### config.mk
export PLATFORM = sky130hd
export DESIGN_NAME = sys_addr_decode
export DESIGN_NICKNAME = d
export VERILOG_FILES = /design/src/rtl/adec_pkg.sv /design/src/rtl/adec_region.sv /design/src/rtl/adec_ctrl.sv /design/src/rtl/sys_addr_decode.sv
export SDC_FILE = /design/constraint.sdc
export NUM_CORES = 1
export LEC_CHECK = 0
export ABC_AREA = 1
export BUFFER_PORTS_ARGS = -buffer_cell sky130_fd_sc_hd__buf_2
export CAP_MARGIN = 0
export CORE_MARGIN = 1
export CORE_UTILIZATION = 37
export DETAILED_ROUTE_END_ITERATION = 8
export PLACE_DENSITY = 0.9
export SYNTH_ARGS = -nofsm -noshare
export SYNTH_HDL_FRONTEND = slang
export SYNTH_SLANG_ARGS = --single-unit
### constraint.sdc
create_clock -name clk -period 2.7 [get_ports clk]
set_input_delay 0.27 -clock clk [delete_from_list [all_inputs] [get_ports clk]]
set_output_delay 0.27 -clock clk [all_outputs]
set_load 0.02 [all_outputs]
### src/rtl/adec_pkg.sv
package adec_pkg;
    localparam int ADDR_W = 24;
    localparam int DATA_W = 32;
    localparam int NREG   = 5;

    typedef enum logic [1:0] {
        SZ_BYTE = 2'd0,
        SZ_WORD = 2'd1,
        SZ_LONG = 2'd2,
        SZ_WIDE = 2'd3
    } acc_size_e;

    typedef enum logic [2:0] {
        RG_ROM  = 3'd0,
        RG_RAM  = 3'd1,
        RG_VRAM = 3'd2,
        RG_PTAB = 3'd3,
        RG_IO   = 3'd4
    } region_e;

    localparam logic [ADDR_W-1:0] VRAM_LO   = 24'h420000;
    localparam logic [ADDR_W-1:0] VRAM_HI   = 24'h427FFF;
    localparam logic [ADDR_W-1:0] PTAB_LO   = 24'h400000;
    localparam logic [ADDR_W-1:0] PTAB_HI   = 24'h4007FF;
    localparam logic [ADDR_W-1:0] CTRL_ADDR = 24'hE43000;
    localparam logic [ADDR_W-1:0] LED_ADDR  = 24'h4A0000;
    localparam int               FORCE_BIT = 23;

    typedef struct packed {
        logic       map_en;
        logic [3:0] led_n;
    } ctrl_state_t;
endpackage

### src/rtl/adec_region.sv
module adec_region
    import adec_pkg::*;
#(
    parameter int RAM_BYTES = 32'h80000,
    parameter int ROM_BYTES = 32'h8000
) (
    input  logic [ADDR_W-1:0] eff_addr,
    output region_e           region,
    output logic [ADDR_W-1:0] offset
);
    localparam logic [ADDR_W-1:0] RAM_LIM  = ADDR_W'(RAM_BYTES);
    localparam logic [ADDR_W-1:0] RAM_MASK = ADDR_W'(RAM_BYTES - 1);
    localparam logic [ADDR_W-1:0] ROM_MASK = ADDR_W'(ROM_BYTES - 1);
    localparam logic [ADDR_W-1:0] VRAM_MASK = VRAM_HI - VRAM_LO;
    localparam logic [ADDR_W-1:0] PTAB_MASK = PTAB_HI - PTAB_LO;

    logic [NREG-1:0]   hit;
    logic [ADDR_W-1:0] mask [NREG];

    assign hit[RG_ROM]  = (eff_addr[ADDR_W-1:ADDR_W-2] == 2'b10);
    assign hit[RG_RAM]  = (eff_addr < RAM_LIM);
    assign hit[RG_VRAM] = (eff_addr >= VRAM_LO) && (eff_addr <= VRAM_HI);
    assign hit[RG_PTAB] = (eff_addr >= PTAB_LO) && (eff_addr <= PTAB_HI);
    assign hit[RG_IO]   = 1'b1;

    assign mask[RG_ROM]  = ROM_MASK;
    assign mask[RG_RAM]  = RAM_MASK;
    assign mask[RG_VRAM] = VRAM_MASK;
    assign mask[RG_PTAB] = PTAB_MASK;
    assign mask[RG_IO]   = '1;

    // Fixed priority: lowest index wins
    always_comb begin
        region = RG_IO;
        for (int k = NREG - 1; k >= 0; k--) begin
            if (hit[k]) region = region_e'(k);
        end
    end

    assign offset = eff_addr & mask[region];
endmodule

### src/rtl/adec_ctrl.sv
module adec_ctrl
    import adec_pkg::*;
(
    input  logic              clk,
    input  logic              rst_n,
    input  logic              ctrl_hit,
    input  logic              led_hit,
    input  acc_size_e         size,
    input  logic [DATA_W-1:0] wdata,
    output ctrl_state_t       state
);
    ctrl_state_t st_d, st_q;

    always_comb begin
        st_d = st_q;
        if (ctrl_hit) begin
            st_d.map_en = (size == SZ_BYTE) ? wdata[7] : wdata[15];
        end
        if (led_hit) begin
            unique case (size)
                SZ_BYTE: st_d.led_n = wdata[3:0];
                SZ_WORD: st_d.led_n = wdata[11:8];
                default: st_d.led_n = wdata[27:24];
            endcase
        end
    end

    always_ff @(posedge clk or negedge rst_n) begin
        if (!rst_n) begin
            st_q.map_en <= 1'b0;
            st_q.led_n  <= 4'hF;
        end else begin
            st_q <= st_d;
        end
    end

    assign state = st_q;
endmodule

### src/rtl/sys_addr_decode.sv
module sys_addr_decode
    import adec_pkg::*;
#(
    parameter int RAM_BYTES = 32'h80000,
    parameter int ROM_BYTES = 32'h8000
) (
    input  logic              clk,
    input  logic              rst_n,
    input  logic              req_valid,
    input  logic [23:0]       req_addr,
    input  logic [1:0]        req_size,
    input  logic              req_write,
    input  logic [31:0]       req_wdata,
    output logic [4:0]        sel_o,
    output logic [23:0]       region_off_o,
    output logic              mem_we_o,
    output logic [31:0]       rd_data_o,
    output logic [3:0]        led_n_o
);
    localparam int LANES = DATA_W / 8;

    ctrl_state_t       cst;
    logic              map_en_q;
    logic [ADDR_W-1:0] eff_addr;
    region_e           region;
    acc_size_e         size;
    logic              io_read;
    logic              wr_stb;
    int                lane_cnt;

    assign size     = acc_size_e'(req_size);
    assign map_en_q = cst.map_en;
    assign eff_addr = req_addr | (ADDR_W'(!map_en_q) << FORCE_BIT);
    assign wr_stb   = req_valid && req_write;

    adec_region #(
        .RAM_BYTES (RAM_BYTES),
        .ROM_BYTES (ROM_BYTES)
    ) i_region (
        .eff_addr (eff_addr),
        .region   (region),
        .offset   (region_off_o)
    );

    adec_ctrl i_ctrl (
        .clk      (clk),
        .rst_n    (rst_n),
        .ctrl_hit (wr_stb && (eff_addr == CTRL_ADDR)),
        .led_hit  (wr_stb && (eff_addr == LED_ADDR)),
        .size     (size),
        .wdata    (req_wdata),
        .state    (cst)
    );

    assign sel_o    = req_valid ? (NREG'(1) << region) : '0;
    assign mem_we_o = wr_stb && (region == RG_RAM || region == RG_VRAM || region == RG_PTAB);
    assign io_read  = req_valid && !req_write && (region == RG_IO);
    assign led_n_o  = cst.led_n;

    always_comb begin
        unique case (size)
            SZ_BYTE: lane_cnt = 1;
            SZ_WORD: lane_cnt = 2;
            default: lane_cnt = LANES;
        endcase
    end

    for (genvar k = 0; k < LANES; k++) begin : g_lane
        assign rd_data_o[8*k +: 8] = (io_read && (k < lane_cnt)) ? 8'hFF : 8'h00;
    end
endmodule

==> flow_summary.json <==
{
  "status": "finished with violations",
  "p_sw_uw": 163,
  "grt_pass1_vias": 993,
  "grt.met1_usage_pct": 18.1,
  "cts.clk_slew.worst_paths_ns": 0.04,
  "drtIter0Drc": 24,
  "clkSinkCount": 5,
  "rsz0062_at_grt": "false",
  "hpwl_mm": 2.34,
  "drt-pass1-iter-count": 6,
  "synth_enable_flop_cells": 0,
  "path_max_fanout": 8,
  "criticalPathCategory": "reg2out",
  "track_usage_pct": 15.4,
  "ys_top_cells_by_count": "nand2_1, buf_4, nor2_1",
  "ios": 128,
  "peakVddDrop_mv": 0.116,
  "switching_share_pct": 44.3,
  "clock_power_share_pct": 23.4,
  "slew_viol_final": 0,
  "synth_area_leaders": "buf_4, nand2_1, nor2_1",
  "worstPathRequired_ns": 2.43,
  "ant_nets": 0,
  "min_period_ns": 2.06,
  "die_width_um": 56.7,
  "drc_errors": 2,
  "area_delta_synth_final_pct": 25.0,
  "arrival_ns": 1.79,
  "synth_ff_type": "dfstp_2",
  "wl_per_cell_um": 8.88,
  "root_buffer": "clkbuf_4",
  "internal_power_uw": 205,
  "via_per_inst": 4.30,
  "largest_reg_flops": 5,
  "fin_skew_ns": 0.00245,
  "numCtsBuffers": 3,
  "start_util_pct": 39.5,
  "antenna_found_initial": 0,
  "drv_cap": 0,
  "violations": "design-rule violations",
  "timing.rr.end": "i_ctrl.state[2]",
  "slew_headroom_pct": 75.1,
  "worstHoldPathType": "in2reg",
  "die_h_um": 56.7,
  "fill_cells": 300,
  "post_cts_buffers": 0,
  "grt_max_degree": 9,
  "core_area_um2": 2810,
  "crit_path_end": "rd_data_o[22]",
  "grt_first_pass_wirelength_mm": 3.97,
  "synth_cell_type_count": 20,
  "cts_buffer_depth": 2,
  "worstMarginPinSlew_ns": 0.372,
  "critPathLaunchType": "flip-flop",
  "mappedNetlistNets": 260,
  "yosys_warnings": 0,
  "place_congestion": 0.823,
  "p_comb_share_pct": 56.1,
  "num_vias": 1269,
  "dieArea_um2": 3220,
  "power_density_nw_per_um2": 266,
  "synth-seq-area-share_pct": 11.8,
  "p_leak_uw": 0.000971,
  "syn_inst": 197,
  "yosys_register_bits": 5,
  "fin_tns_setup_ns": 0,
  "utilization_pct": 49.3,
  "wl_mm": 2.62,
  "grt_util_met2_pct": 27.0,
  "fin_crit_sh_pct": 76.4,
  "dp_cells": 290,
  "fin_nets": 328,
  "ctsResizeCount": 0,
  "layout-drive-gt1-share_pct": 47.3,
  "grt.busiest_layer": "met2",
  "synth_top_area_share_pct": 29.2,
  "multi_input_area_um2": 524,
  "htreeDepth": 1,
  "async_flop_share_pct": 100,
  "power_uw": 368,
  "p_seq_share_pct": 20.5,
  "crit_start": "i_ctrl.state[4]",
  "synth.most_common_cell": "nand2_1",
  "cts_tree": "yes",
  "rows": 19,
  "crit_path_end_kind": "output port",
  "reg2reg_from": "i_ctrl.state[4]",
  "hold_violations": 0,
  "hold_path_depth": 5,
  "ff2ff_path_depth": 6,
  "diodes": 0,
  "grt_overflow_total": 0,
  "gr-usage-met3_pct": 3.00,
  "regArea_um2": 130,
  "setup_violations": 0,
  "fmax_ghz": 0.485,
  "final_cells": 295,
  "syn_area_um2": 1110,
  "clkLatencyLatePin_ns": 0.24,
  "syn_avg_cell_area_um2": 5.62,
  "yosysTopAreaCell": "buf_4",
  "io_buffers": 109,
  "r2r_setup_slack_ns": 1.61,
  "cts_hold_buf": 1
}
## metrics by stage
step	worst slack, ns	instance area (um2)	hold slack, ns
after global placement	0.879	1350	0.0812
after detailed placement	0.844	1350	0.0836
after floorplan	0.819	1110	-0.0256
after global routing	0.486	1380	0.368
final	0.636	1380	0.344
after CTS	0.596	1380	0.344
## cell families (layout without fill, tap and decap cells)
group           count (synthesis)  after routing  synth area share, %
buf+inv                        76            143                 40.9
flops                           5              5                 11.8
fa+ha+maj                       1              1                 1.13
compound gates                  2              2                0.903
simple gates                  112            112                 44.4
mux                             1              1                0.904
## power groups by stage
stage / logic, uW / clock network, uW / registers, uW
floorplan: 160 / 0 / 76.4
global placement: 204 / 0 / 76.4
detailed placement: 206 / 0 / 76.4
CTS: 208 / 89.1 / 75.5
global route: 227 / 94.0 / 75.4
finish: 206 / 86.1 / 75.5
## how the worst min path moves through the flow
stage	slack (ns)	endpoint	start
floorplan	-0.03	i_ctrl.state[4]	rst_n
global placement	0.08	i_ctrl.state[4]	rst_n
detailed placement	0.08	i_ctrl.state[4]	rst_n
CTS	0.34	i_ctrl.state[2]	req_wdata[26]
global route	0.37	i_ctrl.state[4]	rst_n
finish	0.34	i_ctrl.state[2]	req_wdata[26]
## routing by layer
layer | routed length, um | share of wire (%)
met1 | 1070 | 41
met2 | 1300 | 50
met3 | 229 | 8.7
met4 | 21 | 0.80
met5 | 0 | 0
## critical path: stages, from the launching register on
cell     delay [ns]
dfrtp_1        0.39
inv_1          0.07
nor2_1         0.05
nand3_1        0.13
nand2_1        0.07
inv_1          0.08
nand4_1        0.17
nor2_1         0.35
buf_2          0.24
## layout make-up
| class | instances | area share (%) |
|---|---|---|
| clock buffers | 4 | 1.90 |
| inverters | 29 | 7.87 |
| well taps | 31 | 2.80 |
| multi-input cells | 116 | 37.9 |
| flip-flops and latches | 5 | 9.40 |
| repair buffers | 110 | 40.1 |
## cells in the final DEF, fill, tap and decap left out
master           n
nand2_2          1
nand4_1          2
a21oi_1          1
dfstp_2          4
clkbuf_1         1
clkbuf_4         3
dfrtp_1          1
dlygate4sd3_1    1
mux2i_1          1
nor2_1          36
nor2_4           3
nand3_2          2
o21ai_0          1
and2_4           1
or2_1            1
nand3_1         13
inv_1           29
nor2_2           2
nand2_1         51
ha_1             1
buf_2          109
(Power assumes the default switching activity.)
